--- config.mk ---
export PLATFORM = sky130hd
export DESIGN_NAME = pgxl_top
export DESIGN_NICKNAME = d
export VERILOG_FILES = /design/src/rtl/pgxl_pkg.sv /design/src/rtl/pgxl_tlb.sv /design/src/rtl/pgxl_walker.sv /design/src/rtl/pgxl_top.sv
export SDC_FILE = /design/constraint.sdc
export NUM_CORES = 1
export LEC_CHECK = 0
export ABC_AREA = 1
export BUFFER_PORTS_ARGS = -buffer_cell sky130_fd_sc_hd__buf_2
export CAP_MARGIN = 25
export CORE_UTILIZATION = 56
export DETAILED_ROUTE_END_ITERATION = 7
export HOLD_SLACK_MARGIN = 0.05
export PLACE_DENSITY = 0.81
export SLEW_MARGIN = 15
export SYNTH_ARGS = -nofsm -noshare
export SYNTH_HDL_FRONTEND = slang
export SYNTH_HIERARCHICAL = 1
export SYNTH_SLANG_ARGS = --single-unit
--- constraint.sdc ---
create_clock -name clk -period 10.9 [get_ports clk]
set_input_delay 1.09 -clock clk [delete_from_list [all_inputs] [get_ports clk]]
set_output_delay 1.09 -clock clk [all_outputs]
set_load 0.01 [all_outputs]
--- src/rtl/pgxl_pkg.sv ---
package pgxl_pkg;

  typedef enum logic [1:0] {
    WS_IDLE  = 2'd0,
    WS_OUTER = 2'd1,
    WS_INNER = 2'd2,
    WS_RESP  = 2'd3
  } walk_st_e;

  // Position of the present flag inside a table entry
  localparam int unsigned ENT_VLD_BIT = 0;

endpackage

--- src/rtl/pgxl_tlb.sv ---
module pgxl_tlb #(
  parameter int unsigned VPN_W = 20,
  parameter int unsigned PFN_W = 20,
  parameter int unsigned NUM_E = 8
) (
  input  logic             clk,
  input  logic             rst_n,
  input  logic             flush,
  input  logic [VPN_W-1:0] lk_vpn,
  output logic             lk_hit,
  output logic [PFN_W-1:0] lk_pfn,
  input  logic             wr_en,
  input  logic [VPN_W-1:0] wr_vpn,
  input  logic [PFN_W-1:0] wr_pfn
);

  localparam int unsigned IDX_W = (NUM_E > 1) ? $clog2(NUM_E) : 1;
  localparam logic [IDX_W-1:0] LAST_IDX = IDX_W'(NUM_E - 1);

  logic [NUM_E-1:0] vld_q, vld_d;
  logic [VPN_W-1:0] tag_q [NUM_E];
  logic [PFN_W-1:0] frm_q [NUM_E];
  logic [NUM_E-1:0] match;
  logic [NUM_E-1:0] slot_we;
  logic [IDX_W-1:0] rr_q, rr_d;
  logic             do_fill;

  // flush has priority over an install in the same cycle
  assign do_fill = wr_en && !flush;

  // parallel compare and per-slot write enables
  for (genvar g = 0; g < NUM_E; g++) begin : g_slot
    assign match[g]   = vld_q[g] && (tag_q[g] == lk_vpn);
    assign slot_we[g] = do_fill && (rr_q == IDX_W'(g));

    always_ff @(posedge clk) begin
      if (slot_we[g]) begin
        tag_q[g] <= wr_vpn;
        frm_q[g] <= wr_pfn;
      end
    end
  end

  assign lk_hit = |match;

  always_comb begin
    lk_pfn = '0;
    for (int k = 0; k < NUM_E; k++) begin
      if (match[k]) lk_pfn = lk_pfn | frm_q[k];
    end
  end

  always_comb begin
    vld_d = vld_q;
    rr_d  = rr_q;
    if (flush) begin
      vld_d = '0;
    end else if (do_fill) begin
      vld_d = vld_q | slot_we;
      rr_d  = (rr_q == LAST_IDX) ? '0 : rr_q + 1'b1;
    end
  end

  always_ff @(posedge clk or negedge rst_n) begin
    if (!rst_n) begin
      vld_q <= '0;
      rr_q  <= '0;
    end else begin
      vld_q <= vld_d;
      rr_q  <= rr_d;
    end
  end

endmodule

--- src/rtl/pgxl_walker.sv ---
module pgxl_walker
  import pgxl_pkg::*;
#(
  parameter int unsigned OUT_W = 10,
  parameter int unsigned IN_W  = 10,
  parameter int unsigned OFF_W = 12,
  parameter int unsigned PTE_W = 32
) (
  input  logic                             clk,
  input  logic                             rst_n,
  input  logic                             flush,
  input  logic [PTE_W-1:0]                 tbl_base,
  input  logic                             req_valid,
  output logic                             req_ready,
  input  logic [OUT_W+IN_W+OFF_W-1:0]      req_vaddr,
  output logic [OUT_W+IN_W-1:0]            lk_vpn,
  input  logic                             lk_hit,
  input  logic [PTE_W-OFF_W-1:0]           lk_pfn,
  output logic                             mem_rd_req,
  output logic [PTE_W-1:0]                 mem_rd_addr,
  input  logic                             mem_rd_ack,
  input  logic [PTE_W-1:0]                 mem_rd_data,
  output logic                             rsp_valid,
  output logic [PTE_W-1:0]                 rsp_paddr,
  output logic                             rsp_fault,
  output logic                             fill_en,
  output logic [OUT_W+IN_W-1:0]            fill_vpn,
  output logic [PTE_W-OFF_W-1:0]           fill_pfn
);

  localparam int unsigned VA_W  = OUT_W + IN_W + OFF_W;
  localparam int unsigned VPN_W = OUT_W + IN_W;
  localparam int unsigned PFN_W = PTE_W - OFF_W;
  localparam int unsigned PA_W  = PTE_W;

  walk_st_e          st_q, st_d;
  logic [VA_W-1:0]   va_q, va_d;
  logic [PA_W-1:0]   base_q, base_d;
  logic [PFN_W-1:0]  itab_q, itab_d;
  logic [PA_W-1:0]   pa_q, pa_d;
  logic              flt_q, flt_d;

  logic [OUT_W-1:0]  oidx;
  logic [IN_W-1:0]   iidx;
  logic [OFF_W-1:0]  offs;
  logic [PA_W-1:0]   outer_addr;
  logic [PA_W-1:0]   inner_addr;
  logic              ent_ok;
  logic [PFN_W-1:0]  ent_frame;

  assign oidx       = va_q[VA_W-1 -: OUT_W];
  assign iidx       = va_q[OFF_W +: IN_W];
  assign offs       = va_q[OFF_W-1:0];
  assign outer_addr = base_q + (PA_W'(oidx) << 2);
  assign inner_addr = {itab_q, {OFF_W{1'b0}}} + (PA_W'(iidx) << 2);
  assign ent_ok     = mem_rd_data[ENT_VLD_BIT];
  assign ent_frame  = mem_rd_data[PTE_W-1:OFF_W];

  assign lk_vpn     = req_vaddr[VA_W-1:OFF_W];
  assign req_ready  = (st_q == WS_IDLE) && !flush;
  assign mem_rd_req = (st_q == WS_OUTER) || (st_q == WS_INNER);
  assign mem_rd_addr = (st_q == WS_OUTER) ? outer_addr : inner_addr;
  assign rsp_valid  = (st_q == WS_RESP);
  assign rsp_paddr  = pa_q;
  assign rsp_fault  = flt_q;
  assign fill_vpn   = va_q[VA_W-1:OFF_W];
  assign fill_pfn   = ent_frame;

  always_comb begin
    st_d    = st_q;
    va_d    = va_q;
    base_d  = base_q;
    itab_d  = itab_q;
    pa_d    = pa_q;
    flt_d   = flt_q;
    fill_en = 1'b0;
    unique case (st_q)
      WS_IDLE: begin
        if (req_valid && req_ready) begin
          va_d   = req_vaddr;
          base_d = tbl_base;
          if (lk_hit) begin
            pa_d  = {lk_pfn, req_vaddr[OFF_W-1:0]};
            flt_d = 1'b0;
            st_d  = WS_RESP;
          end else begin
            st_d  = WS_OUTER;
          end
        end
      end
      WS_OUTER: begin
        if (mem_rd_ack) begin
          if (!ent_ok) begin
            pa_d  = '0;
            flt_d = 1'b1;
            st_d  = WS_RESP;
          end else begin
            itab_d = ent_frame;
            st_d   = WS_INNER;
          end
        end
      end
      WS_INNER: begin
        if (mem_rd_ack) begin
          if (!ent_ok) begin
            pa_d  = '0;
            flt_d = 1'b1;
          end else begin
            pa_d    = {ent_frame, offs};
            flt_d   = 1'b0;
            fill_en = 1'b1;
          end
          st_d = WS_RESP;
        end
      end
      default: begin
        st_d = WS_IDLE;
      end
    endcase
  end

  always_ff @(posedge clk or negedge rst_n) begin
    if (!rst_n) begin
      st_q   <= WS_IDLE;
      va_q   <= '0;
      base_q <= '0;
      itab_q <= '0;
      pa_q   <= '0;
      flt_q  <= 1'b0;
    end else begin
      st_q   <= st_d;
      va_q   <= va_d;
      base_q <= base_d;
      itab_q <= itab_d;
      pa_q   <= pa_d;
      flt_q  <= flt_d;
    end
  end

endmodule

--- src/rtl/pgxl_top.sv ---
module pgxl_top #(
  parameter int unsigned OUT_W = 10,
  parameter int unsigned IN_W  = 10,
  parameter int unsigned OFF_W = 12,
  parameter int unsigned PTE_W = 32,
  parameter int unsigned NUM_E = 8
) (
  input  logic                          clk,
  input  logic                          rst_n,
  input  logic                          flush,
  input  logic [PTE_W-1:0]              tbl_base,
  input  logic                          req_valid,
  output logic                          req_ready,
  input  logic [OUT_W+IN_W+OFF_W-1:0]   req_vaddr,
  output logic                          rsp_valid,
  output logic [PTE_W-1:0]              rsp_paddr,
  output logic                          rsp_fault,
  output logic                          mem_rd_req,
  output logic [PTE_W-1:0]              mem_rd_addr,
  input  logic                          mem_rd_ack,
  input  logic [PTE_W-1:0]              mem_rd_data
);

  localparam int unsigned VPN_W = OUT_W + IN_W;
  localparam int unsigned PFN_W = PTE_W - OFF_W;

  logic [VPN_W-1:0] lk_vpn;
  logic             lk_hit;
  logic [PFN_W-1:0] lk_pfn;
  logic             fill_en;
  logic [VPN_W-1:0] fill_vpn;
  logic [PFN_W-1:0] fill_pfn;

  pgxl_tlb #(
    .VPN_W(VPN_W),
    .PFN_W(PFN_W),
    .NUM_E(NUM_E)
  ) tlb_i (
    .clk    (clk),
    .rst_n  (rst_n),
    .flush  (flush),
    .lk_vpn (lk_vpn),
    .lk_hit (lk_hit),
    .lk_pfn (lk_pfn),
    .wr_en  (fill_en),
    .wr_vpn (fill_vpn),
    .wr_pfn (fill_pfn)
  );

  pgxl_walker #(
    .OUT_W(OUT_W),
    .IN_W (IN_W),
    .OFF_W(OFF_W),
    .PTE_W(PTE_W)
  ) walk_i (
    .clk         (clk),
    .rst_n       (rst_n),
    .flush       (flush),
    .tbl_base    (tbl_base),
    .req_valid   (req_valid),
    .req_ready   (req_ready),
    .req_vaddr   (req_vaddr),
    .lk_vpn      (lk_vpn),
    .lk_hit      (lk_hit),
    .lk_pfn      (lk_pfn),
    .mem_rd_req  (mem_rd_req),
    .mem_rd_addr (mem_rd_addr),
    .mem_rd_ack  (mem_rd_ack),
    .mem_rd_data (mem_rd_data),
    .rsp_valid   (rsp_valid),
    .rsp_paddr   (rsp_paddr),
    .rsp_fault   (rsp_fault),
    .fill_en     (fill_en),
    .fill_vpn    (fill_vpn),
    .fill_pfn    (fill_pfn)
  );

endmodule

==> results.md <==
* DRT Pass-1 Iters at 5
* Clock Path Buffers at 3
* Synth-to-Final Area Change at 9.73%
* Starting Density at 57.2%
* Crit end category: primary output
* Critical-path top delay cell: dfrtp_1
* Synthesis-stage register bit count at 450
* Setup Fix Bufs, Post-CTS at 0
* Residual DRC count at 0
* Synth Area in Compound Gates at 4.82%
* Via-per-instance ratio at 5.87
* Post-cts gate resize count at 0
* Main combinational cell family by area after synthesis: simple AND/OR/NAND/NOR gates
* Simple-gate share of the synthesized area at 22.5%
* Synthesized net count at 2372
* Final Setup Violations at 0
* RSZ-0062 raised after global routing: false
* Most Frequent Cell on Critical Path: nand3_1
* Antenna violations before repair at 0
* Nets at 2452
* Cell Rows at 71
* Synth Area in XOR/XNOR at 1.41%
* Crit path buffers/inverters at 1
* Worst min-delay path class: flop to flop
* Core box area at 37900 sq um
* Layout filler cell count at 2879
* Crit Path Class: flop to primary output
* Least-Margin Pin Slew at 1.09 ns
* Fmax at 225 MHz
* CP required at 9.81 ns
* FFs w/ async S/R, synth at 28.9%
* DRT Wirelength at 61500 microns
* Post-synthesis mux area share at 2.02%
* Pwr dens at 234 nW/um^2
* EDFF count, synth at 320
* Synthesis warning total at 6
* Element type at the critical path start: flop
* Rel. slew slack at 27.2%
* CP Max Fanout at 10
* ANT nets after route at 0
* Sequential area share after synthesis at 59.2%
* Slew Viols, Final at 0
* CTS Hold Buffers Added at 0
* CTS buffer count at 44
* Final min period at 4.45 ns
* Clock Tree Root: clkbuf_16
* Peak VDD IR at 0.247 mV
* First-pass GRT wire length at 94200 microns
* Crit-path max cell delay at 0.60 ns
* Post-Syn Area at 21700 sq um
* Area of the die at 39600 sq um
* Clk sink count at 450
* Top cell family by delay on the critical path: simple AND/OR/NAND/NOR gates
* GRT overflow at 0
* Clk slew on worst S/H paths at 0.06 ns
* Fin Clk Skew at 0.0166 ns
* Synth Area in Adders at 1.30%
* Setup tns final at 0 ns
* Synth Instances at 2249
* Via count at 16887
* First DRT Iteration DRCs at 2002
* GR Util All Layers at 32.0%
* Maxcap violations at 0
* # IOs at 169
* Final Wtd Congestion at 0.957
* Sequential cell area at 12900 sq um
* Clk_lat worst skew at 0.56 ns
* Status: finished, final reports clean
* H-tree depth at 2
* Port-buffer cells at 157
* Place WS at 6.28 ns
* Chip width at 199 microns
* CP Cell Sequence: ha_1, fa_1, nand3_1, nand3_1, nand3_1, nand3b_1, or2_2, nand3_1, nand2_1, buf_2
* Final worst slack at 6.45 ns
* Distinct cells, synth at 37
* Number of global-route vias before repair at 17036
* Worst Path Arrival at 3.36 ns
* Leakage Power at 10.4 nW
* Routed len/inst at 21.4 microns
* Area of the multi-input gates at 7020 sq um
* Die Ht at 199 microns
* Minimum hold slack at 0.492 ns
* Avg Synthesized Cell Area at 9.66 sq um
* Ys flop type: edfxtp_1
* Final period utilization at 40.8%
* Proportion of layout cells with a drive suffix above 1 at 15.1%
* Largest net degree at the start of global routing at 79
* Fin. Hold Viols at 0
* DP HPWL at 40800 microns
* CTS tree: done
[cell families (layout without fill, tap and decap cells)]
group / count (synthesis) / in the layout
AND/OR/NAND/NOR: 1138 / 1138
flip-flops: 450 / 450
buffers and inverters: 369 / 485
AO/OA/AOI/OAI: 196 / 196
multiplexers: 39 / 39
XOR/XNOR: 35 / 35
adder cells (fa/ha/maj): 22 / 22
other: 0 / 1
[cells in the final DEF, fill, tap and decap left out, types with 21 or more instances in the layout]
cell	instances
nand2_1	605
nor2_1	255
buf_4	30
edfxtp_1	320
dfrtp_1	130
nand3_1	66
o21ai_0	71
ha_1	21
buf_2	156
inv_1	194
mux2_2	39
nand4_1	165
a21oi_1	88
clkbuf_16	46
[where the power goes]
group,internal [mW],switching (mW),total (mW)
combinational,0.555,1.03,1.59
clock,0.855,0.646,1.50
sequential,2.18,0.314,2.49
total,3.59,1.99,5.58
[stage by stage]
stage / instances / total power, mW / cell area, sq um / util [%]
after detailed placement: 2792 / 4.07 / 22400 / 59.0
after CTS: 2874 / 5.55 / 23800 / 62.7
final: 2877 / 5.58 / 23800 / 62.8
after global placement: 2787 / 4.01 / 22300 / 58.8
after floorplan: 2249 / 3.48 / 21700 / -
after global routing: 2876 / 5.83 / 23800 / 62.8
[worst paths after layout]
check,startpoint,cells after the start,slack [ns],to
worst max-delay path,walk_i/va_q[22]$_DFFE_PN0P_,10,6.45,mem_rd_addr[14]
max in group asynchronous,rst_n,2,9.02,walk_i/rsp_paddr[27]$_DFFE_PN0P_
worst min-delay path,walk_i/itab_q[7]$_DFFE_PN0P_,2,0.49,walk_i/itab_q[7]$_DFFE_PN0P_
worst min register to register,walk_i/itab_q[7]$_DFFE_PN0P_,2,0.49,walk_i/itab_q[7]$_DFFE_PN0P_
worst max register to register,tlb_i/tag_q[1][6]$_DFFE_PP_,13,7.38,walk_i/rsp_fault$_DFFE_PN0P_
min in group asynchronous,rst_n,1,0.58,walk_i/base_q[22]$_DFFE_PN0P_
[Yosys cell counts (6+ instances only)]
cell type,n,area [sq um]
nand2_1,605,2270
edfxtp_1,320,9610
nor2_1,257,965
inv_1,194,728
nand4_1,165,1030
dfrtp_1,130,3250
a21oi_1,88,440
buf_4,85,638
o21ai_0,71,355
nand3_1,66,330
mux2_2,39,439
buf_2,30,150
ha_1,21,263
buf_6,19,214
clkbuf_1,19,71.3
xor2_1,18,158
o21ai_1,17,85.1
xnor2_1,17,149
inv_2,15,56.3
nor2_2,15,93.8
nor3_1,9,45.0
a21oi_2,8,70.1
buf_1,7,26.3
o211ai_1,6,45.0
or2_2,6,37.5
[state kept, by name (all words and copies together) (netlist names)]
| signal | count |
|---|---|
| tlb_i/frm_q | 160 |
| walk_i/rsp_fault | 1 |
| walk_i/base_q | 32 |
| tlb_i/rr_q | 3 |
| walk_i/itab_q | 20 |
| tlb_i/tag_q | 160 |
| walk_i/rsp_paddr | 32 |
| walk_i/va_q | 32 |
| tlb_i/vld_q | 8 |
| walk_i/st_q | 2 |
[layer usage]
| layer | wire length (microns) | vias up | track usage [%] |
|---|---|---|---|
| met5 | 0 | - | 0 |
| met4 | 2810 | 0 | 15.9 |
| met3 | 7600 | 199 | 7.09 |
| met2 | 29300 | 1130 | 52.8 |
| met1 | 21800 | 7947 | 39.8 |
| li1 | - | 7611 | - |
[cell type report]
cell class | instances | area share [%]
Tap cell | 511 | 2.68
Clock buffer | 66 | 5.31
Clock inverter | 16 | 0.620
Inverter | 209 | 3.29
Sequential cell | 450 | 54.0
Timing Repair Buffer | 194 | 4.65
Antenna cell | 1 | 0.0105
Multi-Input combinational cell | 1430 | 29.5
[worst register-to-register path, delay by kind of cell (launching register included)]
family          cells  cell delay (ns)
simple gates       10             1.88
buf+inv             1             0.58
compound gates      2             0.56
flops               1             0.40
Note: power is estimated with default switching activity, not from simulation.
